**src/rtl/sop_pkg.sv**
```systemverilog
package sop_pkg;
  localparam int unsigned SOP_SIGS   = 16;
  localparam int unsigned SOP_SLICES = 8;
  localparam int unsigned SOP_TPS    = 8;  // terms per slice, last is spare
endpackage

```
**src/rtl/sop_cfg_store.sv**
```systemverilog
module sop_cfg_store #(
  parameter int unsigned LINES = 32,
  parameter int unsigned TERMS = 64,
  localparam int unsigned AW   = $clog2(TERMS)
) (
  input  logic                         clk_i,
  input  logic                         rst_ni,
  input  logic                         we_i,
  input  logic [AW-1:0]                addr_i,
  input  logic [LINES-1:0]             row_i,
  input  logic                         erase_i,
  output logic [TERMS-1:0][LINES-1:0]  rows_o
);
  for (genvar t = 0; t < TERMS; t++) begin : g_row
    always_ff @(posedge clk_i or negedge rst_ni) begin
      if (!rst_ni)                                rows_o[t] <= '0;
      else if (erase_i)                           rows_o[t] <= '0;  // erase beats write
      else if (we_i && (addr_i == AW'(t)))        rows_o[t] <= row_i;
    end
  end
endmodule

```
**src/rtl/sop_term_eval.sv**
```systemverilog
module sop_term_eval #(
  parameter int unsigned SIGS  = 16,
  parameter int unsigned TERMS = 64,
  localparam int unsigned LINES = 2 * SIGS
) (
  input  logic [SIGS-1:0]              sig_i,
  input  logic [TERMS-1:0][LINES-1:0]  rows_i,
  output logic [TERMS-1:0]             term_o
);
  logic [LINES-1:0] lines;

  for (genvar k = 0; k < SIGS; k++) begin : g_line
    assign lines[2*k]   = sig_i[k];
    assign lines[2*k+1] = ~sig_i[k];
  end

  // open connection -> don't care; true+complement -> always false
  for (genvar t = 0; t < TERMS; t++) begin : g_term
    assign term_o[t] = &(~rows_i[t] | lines);
  end
endmodule

```
**src/rtl/sop_slice.sv**
```systemverilog
module sop_slice #(
  parameter int unsigned TPS = 8
) (
  input  logic [TPS-1:0] terms_i,
  input  logic           spare_to_or_i,
  output logic           sum_o,
  output logic           oe_o
);
  logic main_or;
  logic spare;

  assign main_or = |terms_i[TPS-2:0];
  assign spare   = terms_i[TPS-1];
  assign sum_o   = main_or | (spare_to_or_i & spare);
  assign oe_o    = spare_to_or_i | spare;
endmodule

```
**src/rtl/sop_array.sv**
```systemverilog
module sop_array
  import sop_pkg::*;
#(
  parameter int unsigned SIGS   = SOP_SIGS,
  parameter int unsigned SLICES = SOP_SLICES,
  parameter int unsigned TPS    = SOP_TPS,
  localparam int unsigned LINES = 2 * SIGS,
  localparam int unsigned TERMS = SLICES * TPS,
  localparam int unsigned AW    = $clog2(TERMS)
) (
  input  logic              clk_i,
  input  logic              rst_ni,
  input  logic [SIGS-1:0]   sig_i,
  input  logic              cfg_we_i,
  input  logic [AW-1:0]     cfg_addr_i,
  input  logic [LINES-1:0]  cfg_row_i,
  input  logic              erase_i,
  input  logic              spare_to_or_i,
  output logic [SLICES-1:0] sum_o,
  output logic [SLICES-1:0] oe_o
);
  logic [TERMS-1:0][LINES-1:0] rows;
  logic [TERMS-1:0]            terms;

  sop_cfg_store #(.LINES(LINES), .TERMS(TERMS)) i_store (
    .clk_i   (clk_i),
    .rst_ni  (rst_ni),
    .we_i    (cfg_we_i),
    .addr_i  (cfg_addr_i),
    .row_i   (cfg_row_i),
    .erase_i (erase_i),
    .rows_o  (rows)
  );

  sop_term_eval #(.SIGS(SIGS), .TERMS(TERMS)) i_eval (
    .sig_i  (sig_i),
    .rows_i (rows),
    .term_o (terms)
  );

  for (genvar s = 0; s < SLICES; s++) begin : g_slice
    sop_slice #(.TPS(TPS)) i_slice (
      .terms_i       (terms[s*TPS +: TPS]),
      .spare_to_or_i (spare_to_or_i),
      .sum_o         (sum_o[s]),
      .oe_o          (oe_o[s])
    );
  end
endmodule

```
**config.mk**
```make
export PLATFORM = sky130hd
export DESIGN_NAME = sop_array
export DESIGN_NICKNAME = d
export VERILOG_FILES = /design/src/rtl/sop_pkg.sv /design/src/rtl/sop_cfg_store.sv /design/src/rtl/sop_term_eval.sv /design/src/rtl/sop_slice.sv /design/src/rtl/sop_array.sv
export SDC_FILE = /design/constraint.sdc
export NUM_CORES = 2
export LEC_CHECK = 0
export BUFFER_PORTS_ARGS = -buffer_cell sky130_fd_sc_hd__buf_2
export CORE_MARGIN = 2
export CORE_UTILIZATION = 23
export CTS_CLUSTER_DIAMETER = 200
export DETAILED_ROUTE_END_ITERATION = 7
export PLACE_DENSITY = 0.37
export SLEW_MARGIN = 10
export SYNTH_ARGS = -nofsm -noshare
export SYNTH_HDL_FRONTEND = slang
export SYNTH_SLANG_ARGS = --single-unit
```
**constraint.sdc**
```tcl
create_clock -name clk_i -period 4.2 [get_ports clk_i]
set_input_delay 0.84 -clock clk_i [delete_from_list [all_inputs] [get_ports clk_i]]
set_output_delay 0.84 -clock clk_i [all_outputs]
set_load 0.02 [all_outputs]
```
==> impl_metrics.ini <==
[synth]
synth-compound-area-share = 0.108
synthesis.area_um2 = 94800
synth_top_family_by_area = simple AND/OR/NAND/NOR gates
synth.avg_cell_area_um2 = 8.82
ys_ff_latch = 2048
netlist_instances = 10700
synth-simple-area-share = 0.196
syn_nets = 10800
synthArstFlopShare = 1.00
synthMuxAreaShare = 0.108
synth_flop_cell = dfrtp_1
synthTopCellsByArea = dfrtp_1 (54%), nand2_1 (17%), a21oi_1 (11%), mux2i_1 (11%), clkbuf_1 (2.4%)
synth-xor-area-share = 0
netlist.area_leader.share = 0.541
synth_largest_area_cell = dfrtp_1
seq_area_frac_synth = 0.541
yosys_warnings = 0
synth_edf_count = 0
synth_cell_types = 30
synthAdderAreaFrac = 0

[detailed_routing]
num_vias = 77500
final_antenna_net_count = 0
drt_iter0_drc = 7337
dr_wl_met3_um = 18500
dr_wl_met2_um = 203000
vias_per_cell = 4.79
route.detailed.drc = 0
highest_layer = met5
drt-pass1-iter-count = 6
wl_met1_um = 180000
routed_wl_um = 414000
wl_per_cell_um = 25.6

[hold_path]
hold_path_depth = 3
holdPathEnd = i_store.rows_o[1446]
hp-class = in -> reg
hold_start = cfg_row_i[6]

[clock_tree]
htree_num_levels = 5
cts.sink_count = 2048
clk_pin_slew_worst_paths_ps = 50
cts.path.max_buffers = 4
cts_tree = built
cts-root-buf = clkbuf_16
clkLatencyLatePin_ps = 860
numCtsBuffers = 264

[finish]
most-common-layout-cells = nand2_1 (4179), a21oi_1 (2048), dfrtp_1 (2048)
syn_to_final_growth_pct = 17.3
top_register = i_store.rows_o
instances_no_fill = 16200
largest_reg_flops = 2048
fin_nets = 10600
drive_gt1_frac = 0.0928
num-fill-cells = 43400
largest_registers = i_store.rows_o (2048)
final_common_cell = nand2_1

[floorplan]
chipHeight_um = 646
fp.coreArea_um2 = 410000
die_area_um2 = 417000
rows = 235
die_x_um = 646
pin_count = 75
initial_core_util = 0.231

[placement]
dpl.cell_count = 15700
gp_congestion = 0.789
pre_cts_ws_ps = -316
io_buffers = 74
dp_hpwl_um = 234000

[timing]
worst_pin_slew_ps = 1340
fin_setup_tns_ps = 0
setup_viol = 0
fin_crit_sh = 0.980
finalHoldViolCount = 0
relSlewSlack = 0.102
max_freq_ghz = 0.243
slew_violations = 0
grt_setup_unrepaired = no
setup_slack_ps = 83.7
fin_skew_ps = 0
hold_ws_ps = 284
finalCriticalPeriod_ps = 4120

[worst_setup_path]
cp-end-kind = primary output
cp_max_fo = 11
r2r_cells = 2
crit_chain = clkbuf_8, buf_16, mux2i_1, nand4_1, nor4_1, buf_4, nor4_1, nand3_1, buf_4, buf_2
critPathTopFamily = buffers and inverters
critPathMaxStageDelay_ps = 320
rrSetupSlack_ps = 3430
worstSetupPathType = in -> out
rr_endpoint = i_store.rows_o[1706]
path_buf_inv = 5
critical_path_arrival_ps = 3280
critical_path.slowest_cell = mux2i_1
start_kind = primary input
reg2reg_from = i_store.rows_o[1706]
crit_required_ps = 3360

[global_route]
grt_pass1_vias = 76600
grt_antenna_before_repair = 17
grt.total_usage = 0.195
grt_first_pass_wirelength_um = 594000
grt_max_degree = 135
grt_overflow = 0

[power_and_ir_drop]
leakage_nw = 47.1
powerDensity_nw_per_um2 = 412
ir_worst_vdd_uv = 252
total_power_mw = 45.8

[outcome]
status = complete, no violations

[job]
max-cap-violations = 0
-- metal layers --
layer	GRT usage	up-vias
met5	0	-
met4	0.0571	2
met3	0.0228	500
met2	0.331	2131
met1	0.260	39800
li1	-	35100
-- report_power, final --
group | total, mW | switching, mW | internal [mW]
Sequential | 19.9 | 0.0409 | 19.8
Clock | 22.6 | 9.26 | 13.3
Combinational | 3.34 | 2.65 | 0.692
-- through the flow --
step	area, µm²	utilization
5_1_grt	111000	0.271
3_5_place_dp	102000	0.250
3_3_place_gp	102000	0.250
4_1_cts	111000	0.271
6_report	111000	0.271
2_1_floorplan	94800	-
-- layout make-up --
class | instances | area [µm²] | area share
sequential | 2048 | 51200 | 0.461
timing repair buffer | 504 | 5230 | 0.0470
multi-input combinational | 7709 | 39400 | 0.354
clock inverter | 51 | 537 | 0.00483
antenna | 8 | 20.0 | 0.000180
clock buffer | 415 | 7960 | 0.0716
tap | 5451 | 6820 | 0.0613
-- tightest hold or removal path, cell delays in order --
cell and delay [ps]:
buf_6 150, nand2_1 80, a21oi_1 50
-- how the worst max path moves through the flow --
stage          depth (start not counted)  endpoint  startpoint  slack [ps]
2_1_floorplan                          8  sum_o[0]   sig_i[10]        1190
3_3_place_gp                          12  sum_o[7]    sig_i[5]        -310
3_5_place_dp                          12  sum_o[7]    sig_i[5]        -320
4_1_cts                               11  sum_o[3]   sig_i[11]          -2
5_1_grt                               11  sum_o[7]    sig_i[4]           3
6_report                              10  sum_o[3]   sig_i[11]          80
-- logic make-up after synthesis --
| group | Yosys count |
|---|---|
| AOI/OAI and AO/OA | 2048 |
| buffers and inverters | 982 |
| DFF | 2048 |
| muxes | 1024 |
| and+or+nand+nor | 4637 |
-- timing repair --
action	CTS	global route
resized for setup	22	5
hold endpoints to repair	15	0
pin swaps	1	0
endpoints found under the setup margin	8	4
gates cloned	1	1
buffers inserted	0	0
hold buffers	1	0
-- cells in the mapped netlist, types with 8 or more instances --
| library cell | instances |
|---|---|
| nor2_1 | 54 |
| clkbuf_1 | 604 |
| mux2i_1 | 1024 |
| buf_1 | 21 |
| buf_4 | 28 |
| nand4_1 | 256 |
| nor4_1 | 72 |
| nand2_1 | 4180 |
| buf_2 | 297 |
| nand3_1 | 10 |
| dfrtp_1 | 2048 |
| or2_2 | 8 |
| nor3_1 | 14 |
| nor2_8 | 10 |
| buf_6 | 31 |
| a21oi_1 | 2048 |
No activity file was read; power rests on OpenSTA's default activity.
